[config.mk]
export PLATFORM = sky130hd
export DESIGN_NAME = drum_phase_seq
export DESIGN_NICKNAME = d
export VERILOG_FILES = /design/src/rtl/drum_seq_pkg.sv /design/src/rtl/seq_sector_cmp.sv /design/src/rtl/seq_pc_reg.sv /design/src/rtl/drum_phase_seq.sv
export SDC_FILE = /design/constraint.sdc
export NUM_CORES = 1
export LEC_CHECK = 0
export BUFFER_PORTS_ARGS = -buffer_cell sky130_fd_sc_hd__buf_2
export CORE_UTILIZATION = 35
export CTS_BUF_LIST = sky130_fd_sc_hd__clkbuf_8
export CTS_CLUSTER_DIAMETER = 40
export DETAILED_ROUTE_END_ITERATION = 10
export GPL_TIMING_DRIVEN = 0
export PLACE_DENSITY_LB_ADDON = 0.08
export SKIP_LAST_GASP = 1
export SYNTH_ARGS = -nofsm -noshare
export SYNTH_HDL_FRONTEND = slang
export SYNTH_HIERARCHICAL = 1
export SYNTH_SLANG_ARGS = --single-unit
[constraint.sdc]
create_clock -name clk -period 4.7 [get_ports clk]
set_input_delay 0.705 -clock clk [delete_from_list [all_inputs] [get_ports clk]]
set_output_delay 0.705 -clock clk [all_outputs]
set_load 0.03 [all_outputs]
[src/rtl/drum_seq_pkg.sv]
// Shared definitions for the drum phase sequencer: phase encoding,
// command word field positions and opcode classes.
// Assumes a 4-bit opcode directly above a 12-bit address field.
package drum_seq_pkg;
    typedef enum logic [2:0] {
        PH_FETCH  = 3'b000,
        PH_READ   = 3'b001,
        PH_OPSRCH = 3'b010,
        PH_EXEC   = 3'b011,
        PH_HALT   = 3'b100
    } phase_t;

    localparam int OP_W   = 4;
    localparam int OP_LSB = 12;

    localparam logic [OP_W-1:0] OP_STOP = 4'b0000;
    localparam logic [OP_W-1:0] OP_JUMP = 4'b1010;
    localparam logic [OP_W-1:0] OP_BRNG = 4'b1011;

    // True for the opcodes that record the accumulator into the drum.
    function automatic logic op_writes(input logic [OP_W-1:0] op);
        return (op == 4'b1100) || (op == 4'b1101) ||
               (op == 4'b0010) || (op == 4'b0011);
    endfunction
endpackage

[src/rtl/seq_sector_cmp.sv]
// Sector coincidence detector: flags a hit when a search is armed and
// the announced next-sector number equals the wanted sector field on a
// sector tick. Assumes the announcement is valid only with the tick.
module seq_sector_cmp #(
    parameter int SEC_W = 6
) (
    input  logic             tick,
    input  logic             arm,
    input  logic [SEC_W-1:0] want,
    input  logic [SEC_W-1:0] announced,
    output logic             hit
);
    // Exact coincidence only; a miss leaves the search armed for the next tick.
    always_comb begin
        hit = tick && arm && (want == announced);
    end
endmodule

[src/rtl/seq_pc_reg.sv]
// Program counter: increments when used for a fetch, loads a transfer
// address on a taken branch. Assumes inc and load are never both high.
module seq_pc_reg #(
    parameter int ADDR_W = 12
) (
    input  logic              clk,
    input  logic              rst_n,
    input  logic              inc,
    input  logic              load,
    input  logic [ADDR_W-1:0] load_val,
    output logic [ADDR_W-1:0] pc
);
    // Counter update with synchronous active-low reset.
    always_ff @(posedge clk) begin
        if (!rst_n) begin
            pc <= '0;
        end else if (load) begin
            pc <= load_val;
        end else if (inc) begin
            pc <= pc + 1'b1;
        end
    end
endmodule

[src/rtl/drum_phase_seq.sv]
// Four-phase command sequencer for a drum-store serial machine.
// Fetch search -> read (one sector) -> operand search -> execute (one
// sector) -> fetch search. Searches compare a sector field with the
// announced next-sector number on each sector tick. A stop opcode
// freezes the sequencer until reset. Assumes sec_tick is a one-cycle
// pulse separated by idle cycles.
module drum_phase_seq
    import drum_seq_pkg::*;
#(
    parameter int WORD_W = 32,
    parameter int TRK_W  = 6,
    parameter int SEC_W  = 6,
    localparam int ADDR_W = TRK_W + SEC_W
) (
    input  logic              clk,
    input  logic              rst_n,
    input  logic              sec_tick,
    input  logic [SEC_W-1:0]  next_sector,
    input  logic [WORD_W-1:0] rd_data,
    input  logic              acc_sign,
    output logic [TRK_W-1:0]  track_sel,
    output logic              rd_en,
    output logic              wr_en,
    output logic [1:0]        phase_o,
    output logic              halted,
    output logic [ADDR_W-1:0] pc_o,
    output logic [OP_W-1:0]   ir_op,
    output logic [ADDR_W-1:0] ir_addr
);
    localparam int OP_MSB = OP_LSB + OP_W - 1;

    phase_t             state, state_nx;
    logic               hit;
    logic               arm;
    logic [SEC_W-1:0]   want_sec;
    logic               pc_inc, pc_load;
    logic [OP_W-1:0]    fetched_op;
    logic               unused_hi_bits;

    assign fetched_op     = rd_data[OP_MSB:OP_LSB];
    assign unused_hi_bits = ^rd_data[WORD_W-1:OP_MSB+1];

    // Select which address feeds the comparator in each search phase.
    always_comb begin
        arm      = (state == PH_FETCH) || (state == PH_OPSRCH);
        want_sec = (state == PH_FETCH) ? pc_o[SEC_W-1:0] : ir_addr[SEC_W-1:0];
    end

    seq_sector_cmp #(.SEC_W(SEC_W)) u_cmp (
        .tick      (sec_tick),
        .arm       (arm),
        .want      (want_sec),
        .announced (next_sector),
        .hit       (hit)
    );

    // Counter controls: bump when the fetch word is consumed, load on taken transfer.
    always_comb begin
        pc_inc  = sec_tick && (state == PH_READ);
        pc_load = sec_tick && (state == PH_EXEC) &&
                  ((ir_op == OP_JUMP) || ((ir_op == OP_BRNG) && acc_sign));
    end

    seq_pc_reg #(.ADDR_W(ADDR_W)) u_pc (
        .clk      (clk),
        .rst_n    (rst_n),
        .inc      (pc_inc),
        .load     (pc_load),
        .load_val (ir_addr),
        .pc       (pc_o)
    );

    // Phase transitions, all taken on a sector tick.
    always_comb begin
        state_nx = state;
        if (sec_tick) begin
            case (state)
                PH_FETCH:  if (hit) state_nx = PH_READ;
                PH_READ:   state_nx = (fetched_op == OP_STOP) ? PH_HALT : PH_OPSRCH;
                PH_OPSRCH: if (hit) state_nx = PH_EXEC;
                PH_EXEC:   state_nx = PH_FETCH;
                default:   state_nx = PH_HALT;
            endcase
        end
    end

    // Phase register.
    always_ff @(posedge clk) begin
        if (!rst_n) state <= PH_FETCH;
        else        state <= state_nx;
    end

    // Instruction register: captures opcode and address at the end of the read phase.
    always_ff @(posedge clk) begin
        if (!rst_n) begin
            ir_op   <= '0;
            ir_addr <= '0;
        end else if (sec_tick && (state == PH_READ)) begin
            ir_op   <= fetched_op;
            ir_addr <= rd_data[ADDR_W-1:0];
        end
    end

    // Track select register: follows the address being searched for.
    always_ff @(posedge clk) begin
        if (!rst_n) begin
            track_sel <= '0;
        end else if (state == PH_FETCH) begin
            track_sel <= pc_o[ADDR_W-1:SEC_W];
        end else if (state == PH_OPSRCH) begin
            track_sel <= ir_addr[ADDR_W-1:SEC_W];
        end
    end

    // Head enables and phase code for the datapath.
    always_comb begin
        rd_en   = (state == PH_READ) || ((state == PH_EXEC) && !op_writes(ir_op));
        wr_en   = (state == PH_EXEC) && op_writes(ir_op);
        phase_o = state[1:0];
        halted  = (state == PH_HALT);
    end
endmodule

==> results.cfg <==
[routing]
first_iter_violations = 64
wl_mm = 5.013
top_layer_used = met4
wl_per_cell_um = 13.96
ant_nets = 0
wl_met2_mm = 2.292
met3_length_um = 195
drcViolationCount = 0
vias = 1727
dr.pass1.iters = 4
routed_via_density = 4.811
wl_met1_mm = 2.488

[clock_tree]
cts_buffer_depth = 2
cts_buffers = 5
post-cts-setup-buffers = 0
cts_tree = done
clk_latency_ps = 290
numClockSinks = 37
cts_hold_buffers = 0
clkTransAtPathRegs_ps = 70
htree_levels = 2
cts_resized = 0
root_buffer = clkbuf_8

[worst_hold_path]
hold_start = ir_op[0]
min_path_type = flip-flop to flip-flop
hold_path_depth = 2
min_to = ir_op[0]

[sta]
setup_viol = 0
setup_ws_ps = 2410
drv_slew = 0
slew_headroom = 0.5847
max_freq_ghz = 0.4366
final-hold-violation-count = 0
rsz0062_at_grt = no
fin_crit_sh = 0.4873
tightest_slew_ps = 619.6
finalSetupTns_ps = 0
skew_ps = 9.114
min_period_ps = 2290

[layout]
drive_gt1_frac = 0.3287
fin_nets = 332
fill_cells = 570
final_core_util = 0.4639
diodes = 0
final_cell_mix = 68 x buf_2, 47 x nand2_1, 37 x dfxtp_1
final_common_cell = buf_2
stdcell_count = 359
syn_to_final_growth_pct = 25.73

[pwr]
finalPower_mw = 0.5625
p_leak_nw = 1.089
ir_worst_vdd_mv = 0.1623
power.density_mw_per_mm2 = 232.9

[placement]
gp_congestion = 0.7472
place_inst = 352
place_hpwl_mm = 3.678
dp_slack_ps = 2346
portBuffers = 64

[synthesis]
synth-seq-area-share = 0.3857
ys_types = 36
avgSynthCellArea_um2 = 8.810
syn_nets = 261
netlist_area_mm2 = 0.001921
ys_warn_count = 6
synth_seq_cells = 37
syn_inst = 218

[critical_path]
reg2reg_depth = 7
path_class = flip-flop to flip-flop
cp.required_ps = 4910
crit_path_end_kind = flip-flop
start_kind = flip-flop
slowest_delay_ps = 560
r2r_start = state[0]
crit_path_max_fanout = 10
reg2reg_slack_ps = 2410
worstPathCellList = nor3_2 -> mux2_2 -> xnor2_1 -> nand3_1 -> nor4_2 -> nand3_1 -> a21boi_0
r2r-end = state[0]
cpMostUsedCell = nand3_1
cp_slowest_cell = nor3_2
cp.arrival_ps = 2500

[outcome]
status = completed

[job]
drv_cap = 0

[global_route]
grt_max_degree = 16
grt_pass1_wl_mm = 8.217
overflow = 0
grt_util_all_layers = 0.1797
antenna_found_initial = 0
grt_pass1_vias = 1659

[floorplanning]
start_util = 0.3690
die_height_um = 76.08
coreArea_mm2 = 0.005205
rows = 26
die_area_mm2 = 0.005787
dieWidth_um = 76.08
ios = 81
cells in the mapped netlist:
cell        n  share of area
nor3b_1     4          0.016
a21oi_1    13          0.034
nand2b_1    3         0.0098
nor3_2      6          0.031
nand4bb_1   1         0.0059
mux2_2      6          0.035
and2_1      1         0.0033
xnor2_1    11          0.050
clkinv_4    1         0.0046
a21boi_1   10          0.039
buf_4       5          0.020
nand3b_1    1         0.0039
o211a_1     6          0.031
o22ai_1     4          0.013
nor4_2      1         0.0065
nor2b_1     1         0.0033
o21ai_0     7          0.018
nand2_1    47          0.092
ha_1        1         0.0065
buf_6       1         0.0059
o2bb2ai_1   1         0.0046
dfxtp_1    37           0.39
mux2i_1     8          0.042
a2111oi_0   1         0.0046
nor2_1      5         0.0098
inv_1       4         0.0078
a21boi_0    7          0.027
xor2_1      6          0.027
nand3_1     6          0.016
and3_1      1         0.0033
buf_2       4          0.010
clkbuf_1    2         0.0039
nor4_1      1         0.0033
nand4_4     1          0.011
nand4_1     3         0.0098
and4b_1     1         0.0052
area by class of cell:
cell class,instances,area [µm²],share of cell area
Clock buffer,6,82.58,0.03420
Sequential cell,37,740.7,0.3067
Multi-Input combinational cell,164,1080,0.4472
Tap cell,70,87.58,0.03627
Timing Repair Buffer,64,320.3,0.1326
Inverter,5,23.77,0.009845
Clock inverter,1,3.754,0.001554
Buffer,12,76.32,0.03161
power breakdown:
part	switching [mW]	internal (mW)
Sequential	0.000286	0.314
Clock	0.108	0.114
Combinational	0.0131	0.0131
Total	0.122	0.441
worst max-delay path by stage:
stage,startpoint,endpoint,slack [ps],cells past startpoint
6_report,state[0],state[0],2410,7
5_1_grt,state[0],state[0],2240,7
4_1_cts,state[0],state[0],2380,7
3_5_place_dp,sec_tick,u_pc/pc[5],2350,10
3_3_place_gp,sec_tick,u_pc/pc[5],2340,10
2_1_floorplan,ir_op[2],rd_en,2710,3
metrics by stage:
step           hold slack (ps)  cell area, µm²
3_3_place_gp             466.6            2328
4_1_cts                  476.9            2415
3_5_place_dp             468.1            2328
2_1_floorplan            550.3            1921
6_report                 473.9            2415
5_1_grt                  501.6            2415
metal layers:
metal | GRT usage | up-vias
li1 | - | 895
met1 | 0.2437 | 790
met2 | 0.2855 | 38
met3 | 0.03952 | 4
met4 | 0.05192 | 0
met5 | 0 | -
critical path, delay by kind of cell, from the launching register on:
kind                      cells  cell delay [ps]
AOI/OAI and AO/OA             1              150
and+or+nand+nor               4             1070
DFF                           1              420
muxes                         1              410
xor gates and xnor gates      1              160
registers in the layout, indices dropped and copies added, names as in the netlist:
name	cells
state	3
u_pc/pc	12
ir_op	4
ir_addr	12
track_sel	6
kinds of logic after synthesis:
kind of cell	synth area share
AOI/OAI and AO/OA	0.1720
adders and majority gates	0.006514
DFF	0.3857
buffers and inverters	0.05212
muxes	0.07687
xor gates and xnor gates	0.07752
and+or+nand+nor	0.2293
Power figures use the tool's default switching activity.
